<file path="src/rtl/evt_packet_framer.sv">
module evt_packet_framer #(
  parameter int NCH   = 80,
  parameter int NSAMP = 48,
  parameter int SW    = 5,
  parameter int SPW   = 4,
  parameter int EVW   = 16,
  parameter int BCW   = 8,
  parameter logic [SW*SPW-1:0] DET_ID = 20'h00300
) (
  input  logic                 clk,
  input  logic                 rst_n,
  input  logic                 start,
  input  logic                 pair_sel,
  input  logic [EVW-1:0]       evt_num,
  input  logic [SW*SPW-1:0]    mod_addr,
  input  logic [SW*SPW-1:0]    flags,
  input  logic [BCW-1:0]       bclk_cnt,
  input  logic [SW*SPW-1:0]    user1,
  input  logic [SW*SPW-1:0]    user2,
  input  logic [SW*SPW-1:0]    status_w,
  output logic                 rd_en,
  output logic [$clog2(NCH*NSAMP)-1:0] rd_addr,
  output logic                 rd_bank,
  input  logic [SW*SPW-1:0]    rd_data,
  output logic [SW*SPW-1:0]    out_word,
  output logic                 out_cav,
  output logic                 out_dav,
  output logic                 busy
);
  localparam int WW     = SW * SPW;
  localparam int WPC    = NSAMP / SPW;
  localparam int HALF   = NCH / 2;
  localparam int NDAT   = NCH * WPC;
  localparam int IDAT0  = 6;
  localparam int IDATL  = IDAT0 + NDAT - 1;
  localparam int IEND   = IDATL + 6;
  localparam int PW     = $clog2(IEND + 1);
  localparam int AW     = $clog2(NCH * NSAMP);
  localparam int KW     = $clog2(NCH + 1);
  localparam int FW     = $clog2(WPC + 1);

  localparam logic [PW-1:0] P_DAT0 = PW'(IDAT0);
  localparam logic [PW-1:0] P_DATL = PW'(IDATL);
  localparam logic [PW-1:0] P_U1   = PW'(IDATL + 1);
  localparam logic [PW-1:0] P_U2   = PW'(IDATL + 2);
  localparam logic [PW-1:0] P_ST   = PW'(IDATL + 3);
  localparam logic [PW-1:0] P_ZR   = PW'(IDATL + 4);
  localparam logic [PW-1:0] P_PAR  = PW'(IDATL + 5);
  localparam logic [PW-1:0] P_END  = PW'(IEND);
  localparam logic [PW-1:0] P_FLO  = PW'(IDAT0 - 2);
  localparam logic [PW-1:0] P_FHI  = PW'(IDATL - 2);

  logic [PW-1:0]  pos;
  logic [KW-1:0]  fk;
  logic [FW-1:0]  fw;
  logic [WW-1:0]  par;
  logic [EVW-1:0] c_evt;
  logic [BCW-1:0] c_bclk;
  logic [WW-1:0]  c_mod, c_flg, c_u1, c_u2, c_st;
  logic [WW-1:0]  nw;

  wire go    = start && !busy;
  wire last  = busy && (pos == P_END);
  wire load  = go || (busy && !last);
  wire [PW-1:0] np = go ? '0 : pos + PW'(1);
  wire fetch = busy && (pos >= P_FLO) && (pos <= P_FHI);
  wire edge_w = (np == '0) || (np == P_END);

  wire [KW-1:0] chan = fk[0] ? (fk >> 1) + KW'(HALF) : (fk >> 1);
  wire [AW-1:0] addr = AW'(chan) * AW'(NSAMP) + AW'(fw) * AW'(SPW);

  assign rd_en   = fetch;
  assign rd_addr = fetch ? addr : '0;

  always_comb begin
    nw = '0;
    if (np == '0)                          nw = '1;
    else if (np == PW'(1))                 nw = DET_ID;
    else if (np == PW'(2))                 nw = WW'(c_evt);
    else if (np == PW'(3))                 nw = c_mod;
    else if (np == PW'(4))                 nw = c_flg;
    else if (np == PW'(5))                 nw = WW'(c_bclk);
    else if (np >= P_DAT0 && np <= P_DATL) nw = rd_data;
    else if (np == P_U1)                   nw = c_u1;
    else if (np == P_U2)                   nw = c_u2;
    else if (np == P_ST)                   nw = c_st;
    else if (np == P_PAR)                  nw = par;
  end

  always_ff @(posedge clk or negedge rst_n) begin
    if (!rst_n) begin
      busy     <= 1'b0;
      pos      <= '0;
      out_word <= '0;
      out_cav  <= 1'b0;
      out_dav  <= 1'b0;
      par      <= '0;
    end else if (load) begin
      busy     <= 1'b1;
      pos      <= np;
      out_word <= nw;
      out_cav  <= edge_w;
      out_dav  <= !edge_w;
      if (np == '0)
        par <= '0;
      else if (np <= P_ZR)
        par <= par ^ nw;
    end else if (last) begin
      busy     <= 1'b0;
      pos      <= '0;
      out_word <= '0;
      out_cav  <= 1'b0;
      out_dav  <= 1'b0;
    end
  end

  always_ff @(posedge clk or negedge rst_n) begin
    if (!rst_n) begin
      fk <= '0;
      fw <= '0;
    end else if (go) begin
      fk <= '0;
      fw <= '0;
    end else if (fetch) begin
      if (fw == FW'(WPC - 1)) begin
        fw <= '0;
        fk <= fk + KW'(1);
      end else begin
        fw <= fw + FW'(1);
      end
    end
  end

  always_ff @(posedge clk or negedge rst_n) begin
    if (!rst_n) begin
      rd_bank <= 1'b0;
      c_evt   <= '0;
      c_bclk  <= '0;
      c_mod   <= '0;
      c_flg   <= '0;
      c_u1    <= '0;
      c_u2    <= '0;
      c_st    <= '0;
    end else if (go) begin
      rd_bank <= pair_sel;
      c_evt   <= evt_num;
      c_bclk  <= bclk_cnt;
      c_mod   <= mod_addr;
      c_flg   <= flags;
      c_u1    <= user1;
      c_u2    <= user2;
      c_st    <= status_w;
    end
  end
endmodule


</file>
<file path="config.mk">
export PLATFORM = sky130hd
export DESIGN_NAME = evt_packet_framer
export DESIGN_NICKNAME = d
export VERILOG_FILES = /design/src/rtl/evt_packet_framer.sv
export SDC_FILE = /design/constraint.sdc
export NUM_CORES = 1
export LEC_CHECK = 0
export BUFFER_PORTS_ARGS = -buffer_cell sky130_fd_sc_hd__clkbuf_2
export CAP_MARGIN = 20
export CORE_ASPECT_RATIO = 0.5
export CORE_MARGIN = 2
export CORE_UTILIZATION = 50
export CTS_BUF_LIST = sky130_fd_sc_hd__clkbuf_4 sky130_fd_sc_hd__clkbuf_8 sky130_fd_sc_hd__clkbuf_16
export CTS_CLUSTER_SIZE = 8
export DETAILED_ROUTE_END_ITERATION = 8
export GPL_TIMING_DRIVEN = 1
export HOLD_SLACK_MARGIN = 0.12
export PLACE_DENSITY = 0.73
export SETUP_SLACK_MARGIN = 0.4
export SYNTH_ARGS = -nofsm -noshare
export SYNTH_HDL_FRONTEND = slang
export SYNTH_SLANG_ARGS = --single-unit
</file>
<file path="constraint.sdc">
create_clock -name clk -period 4.2 [get_ports clk]
set_input_delay 1.05 -clock clk [delete_from_list [all_inputs] [get_ports clk]]
set_output_delay 1.05 -clock clk [all_outputs]
set_load 0.005 [all_outputs]
</file>
---- Yosys cells after proc, flatten, opt, wreduce, memory -nomap -nowiden ----
Cells that the tools add are included.
storage, ports and cells
  flip-flop bits (word level) ............. 189
  bits of input ports ..................... 148
  output and inout bits ................... 37
cells by class
  $add $sub $neg .......................... 5
  $mul .................................... 1
  order comparisons ....................... 5
  equal/unequal tests ..................... 12
  multiplexer cells ....................... 30
  bitwise gates (word level) .............. 1
  reduce and logical (&&, ||, !) cells .... 18
operators by type and width
  operator                                                                 number
  20-bit two-way mux                                                       15
  10-bit == test (second input constant)                                   6
  10-bit <= comparator (second input constant)                             3
  10-bit two-way mux                                                       3
  7-bit two-way mux                                                        4
  10-bit by 2-bit == test with 1-bit output (second input constant)        2
  10-bit by 3-bit == test with 1-bit output (second input constant)        2
  10-bit by 3-bit >= comparator with 1-bit output (second input constant)  2
  20-bit bitwise XOR                                                       1
  12-bit by 6-bit adder with 12-bit output                                 1
  12-bit two-way mux                                                       1
  4-bit two-way mux                                                        3
  10-bit by 1-bit adder with 10-bit output (second input constant)         1
  10-bit by 1-bit == test with 1-bit output (second input constant)        1
  10-bit logical NOT                                                       1
  7-bit by 2-bit multiplier with 8-bit output (second input constant)      1
  2-bit nonzero test                                                       4
  6-bit by 6-bit adder with 7-bit output (second input constant)           1
  7-bit by 1-bit adder with 7-bit output (second input constant)           1
  1-bit logical AND                                                        6
  4-bit by 1-bit adder with 4-bit output (second input constant)           1
  4-bit == test (second input constant)                                    1
  1-bit two-way mux                                                        4
  2-bit AND reduction                                                      2
  other kinds (2)                                                          5

---- Longest topological paths before layout ----
  depth after elaboration ................. 18
  depth in mapped cells ................... 13
  depth with buffers taken out ............ 11

---- Worst setup path before layout ----
No wires, ideal clock.
  path kind ............................... input to register
  start ................................... in start
  end ..................................... reg par[10]
  arrival time ............................ 3.182 ns
  slack ................................... 0.931 ns
  cell stages on the path ................. 9
  cells stage by stage .................... nor2b_1 -> buf_2 -> nor3_1 -> nand3_1 -> a41o_1 -> or2_1 -> buf_2 -> or4_1 -> o211ai_1
on the way
  longest elaborated chain between the ends .. 17
RTL lines
  item                    line  RTL
  start: declaration      12    input logic start,
  1-bit logical AND *     62    wire go = start && !busy;
  10-bit two-way mux      65    wire [PW-1:0] np = go ? '0 : pos + PW'(1);
  10-bit == test          87    else if (np == P_PAR) nw = par;
  20-bit two-way mux      87
  20-bit two-way mux      86    else if (np == P_ST) nw = c_st;
  20-bit two-way mux      85    else if (np == P_U2) nw = c_u2;
  20-bit two-way mux      84    else if (np == P_U1) nw = c_u1;
  20-bit two-way mux      83    else if (np >= P_DAT0 && np <= P_DATL) nw = rd_data;
  20-bit two-way mux      82    else if (np == PW'(5)) nw = WW'(c_bclk);
  20-bit two-way mux      81    else if (np == PW'(4)) nw = c_flg;
  20-bit two-way mux      80    else if (np == PW'(3)) nw = c_mod;
  20-bit two-way mux      79    else if (np == PW'(2)) nw = WW'(c_evt);
  20-bit two-way mux      78    else if (np == PW'(1)) nw = DET_ID;
  20-bit two-way mux      77    if (np == '0) nw = '1;
  20-bit bitwise XOR      107   par <= par ^ nw;
  20-bit two-way mux      106   else if (np <= P_ZR)
  20-bit two-way mux      104   if (np == '0)
  end signal: assignment  107
  end: declaration        56    logic [WW-1:0] par;
Mark *: on every way between the ends. The rest lies on a longest branch, timed or not. The select of a mux whose other input is x is not followed.
A chain may end at the register's enable or synchronous reset.

---- Worst setup path in the final report ----
  start ................................... reg fk[4]
  end ..................................... out rd_addr[11]
on the way
  longest elaborated chain between the ends .. 5
RTL lines
  item                                           line  RTL
  start: declaration                             54    logic [KW-1:0] fk;
  start signal: assignment                       127   fk <= fk + KW'(1);
  6-bit by 6-bit adder with 7-bit output         69    wire [KW-1:0] chan = fk[0] ? (fk >> 1) + KW'(HALF) : (fk >> 1);
  7-bit two-way mux *                            69
  7-bit by 2-bit multiplier with 8-bit output *  70    wire [AW-1:0] addr = AW'(chan) * AW'(NSAMP) + AW'(fw) * AW'(SPW);
  12-bit by 6-bit adder with 12-bit output *     70
  12-bit two-way mux *                           73    assign rd_addr = fetch ? addr : '0;
  end: declaration                               22    output logic [$clog2(NCH*NSAMP)-1:0] rd_addr,
Mark *: on every way between the ends. The rest lies on a longest branch, timed or not.

==> impl_metrics.tcl <==
set metrics [dict create \
    areaGrowthSynthToFinish_pct 20.3 \
    core_area_um2 19700 \
    critPathLaunchType "flop" \
    cts_max_path_buffers 2 \
    cap_violations 0 \
    cts_hold_buf 0 \
    yosysWarnings 0 \
    path_clk_slew_ps 70 \
    fmax_ghz 0.267 \
    insertion_delay_ps 460 \
    yosysSeqAreaShare_pct 46.7 \
    cts.sinks 189 \
    cts_max_level 4 \
    finalNetCount 1526 \
    synthArstFlopShare_pct 100 \
    period_minus_slack_ps 3740 \
    wl_per_cell_um 19.7 \
    cp-end-kind "output port" \
    busiest_layer "met1" \
    wirelength_mm 32.3 \
    die_y_um 105 \
    first_pass_iters 8 \
    worstSetupStartpoint "fk[4]" \
    synth_cells 1191 \
    final_cell_area_um2 12200 \
    outcome "finished, final reports clean" \
    syn_area_um2 10100 \
    synth_edf_count 0 \
    path_cells "ha_4 -> mux2_4 -> ha_4 -> inv_1 -> o21bai_1 -> a21oi_1 -> xnor2_1 -> nand4_1 -> xor2_1 -> nor2_1 -> buf_2" \
    critPathRequiredTime_ps 3150 \
    dp_hpwl_mm 23.3 \
    pin_count 185 \
    drt.antenna.violating_nets 0 \
    critical_path_class "flop to output port" \
    met1_usage_pct 47.4 \
    max-vdd-ir-drop_mv 0.250 \
    synth_compound_area_share_pct 18.9 \
    start_util_pct 51.5 \
    rows 36 \
    vias 9566 \
    path_delay_family "adder cells" \
    drc 0 \
    ys.flop_type "dfrtp_1" \
    yosys.area.top_type "dfrtp_1" \
    rr_startpoint "pos[0]" \
    synthSimpleGateAreaFrac_pct 24.7 \
    use_met2_pct 41.6 \
    ys_ff_latch 189 \
    grt_overflow 0 \
    grt_pass1_vias 9195 \
    p_leak_nw 5.94 \
    cpMostUsedCell "ha_4" \
    die_w_um 205 \
    via_per_inst 5.82 \
    worstHoldPathType "flop to flop" \
    synth.area.top_cells "dfrtp_1 (47%), nand2_1 (13%), o21ai_0 (3.8%)" \
    ys_top_cells_by_count "nand2_1 (364), dfrtp_1 (189), o21ai_0 (76)" \
    grt_max_degree 94 \
    tightest_slew_ps 1160 \
    synth_top_family_by_area "simple AND/OR/NAND/NOR gates" \
    layout-drive-gt1-share_pct 22.4 \
    portBuffers 182 \
    synth_most_common_cell "nand2_1" \
    numCtsBuffers 17 \
    synthAdderAreaFrac_pct 2.00 \
    syn_area_per_cell_um2 8.51 \
    critical_path.slowest_cell "dfrtp_2" \
    skew_ps 17.9 \
    grt.total_usage_pct 30.8 \
    min-delay-start "c_st[14]" \
    tritoncts "done" \
    grtUsageMet3_pct 8.76 \
    cp_max_fo 2 \
    setup_violations 0 \
    p_per_area_nw_per_um2 378 \
    synthMuxAreaShare_pct 0.407 \
    synth_top_area_share_pct 46.7 \
    antenna_found_initial 1 \
    hold_viol_final 0 \
    relSlewSlack_pct 22.3 \
    rsz0062_at_grt "yes" \
    min_period_over_period_pct 89.1 \
    critPathMaxStageDelay_ps 430 \
    place.gp.congestion 0.954 \
    grt_pass1_wl_mm 50.5 \
    finalSetupTns_ps 0 \
    post_dp_cell_area_um2 11400 \
    die_area_um2 21500 \
    synthXorXnorAreaFrac_pct 1.90 \
    slew_viol_final 0 \
    arrival_ps 2690 \
    cts_root_buffer "clkbuf_16" \
    worst-path-buf-inv 2 \
    ys_types 69 \
    drtIter0Drc 989 \
]
-- area by class of cell --
cell class / count / area, um^2
multi-input combinational: 868 / 4980
antenna: 1 / 2.50
inverter: 58 / 218
sequential: 189 / 4740
timing repair buffer: 229 / 1280
fill: 1727 / 7490
tap: 266 / 333
clock buffer: 21 / 474
clock inverter: 11 / 171
-- where the power goes --
part	switching [W]	leakage [nW]	internal, W
registers	0.000159	2.32	0.00196
clock network	0.000761	0.315	0.00101
logic	0.000365	3.30	0.000350
-- metal layers --
layer,vias to the layer above,routed length [um]
met5,-,0
met4,0,617
met3,50,3120
met2,438,13400
met1,4617,15200
li1,4461,-
-- worst min-delay path: stages, from the launching register on --
cell     delay, ps
dfrtp_1        350
nand2_1         50
nand2_1         50
-- kinds of logic after synthesis --
family / count (synthesis)
and+or+nand+nor: 552
AOI/OAI and AO/OA: 273
DFF: 189
buffers and inverters: 135
xor gates and xnor gates: 22
adders and majority gates: 15
muxes: 4
other: 1
-- through the flow --
step                util, %  hold WS, ps  total power (W)  setup slack, ps  cells
global placement       57.8          457          0.00278              362   1601
CTS                    61.2          484          0.00458              387   1637
detailed placement     57.8          467          0.00281              321   1601
global route           62.0          505          0.00482              320   1642
floorplan                 -          437          0.00249              931   1192
finish                 62.0          480          0.00461              459   1643
-- flip-flops by register name, summed over array words and instances (netlist names) --
signal	cells
c_bclk	8
c_flg	20
c_st	20
pos	10
c_u2	20
par	20
c_evt	16
fk	7
rd_bank	1
out_word	20
c_mod	20
fw	4
c_u1	20
out_cav	1
out_dav	1
busy	1
-- final timing paths --
path                                     to  slack, ps  cells past startpoint
min in group asynchronous          c_u1[11]        620                      1
worst min-delay path               c_st[14]        480                      2
worst max register to register      par[11]        580                     12
max in group asynchronous            pos[3]       2570                      2
worst min register to register     c_st[14]        480                      2
worst max-delay path            rd_addr[11]        460                     11
-- layout by cell type (no fill, tap or decap), types with 7 or more instances in the layout --
cell,synthesis,routed
nand4_1,9,9
buf_4,7,45
ha_1,13,9
xor2_1,12,11
nor3b_1,14,14
dfrtp_1,189,183
o211ai_1,12,12
and2_1,9,9
nand3_1,24,24
a22oi_1,11,11
or4_1,18,17
clkbuf_16,0,17
nor2b_1,12,11
nor2_1,44,41
a21oi_1,33,31
a211oi_1,10,10
xnor2_1,10,9
o21ai_1,8,8
nand2_1,364,364
a22o_1,29,29
nor3_1,19,19
inv_1,58,58
a221oi_1,15,15
o21ai_0,76,75
clkbuf_2,2,180
o22ai_1,22,22
a211o_1,7,7
-- repair_timing --
action / 4_1_cts / 5_1_grt
pin swaps: 2 / 6
resized for setup: 3 / 20
endpoints found under the hold margin: 0 / 0
buffers inserted: 4 / 4
setup endpoints to repair: 5 / 35
Note: power is estimated with default switching activity, not from simulation.
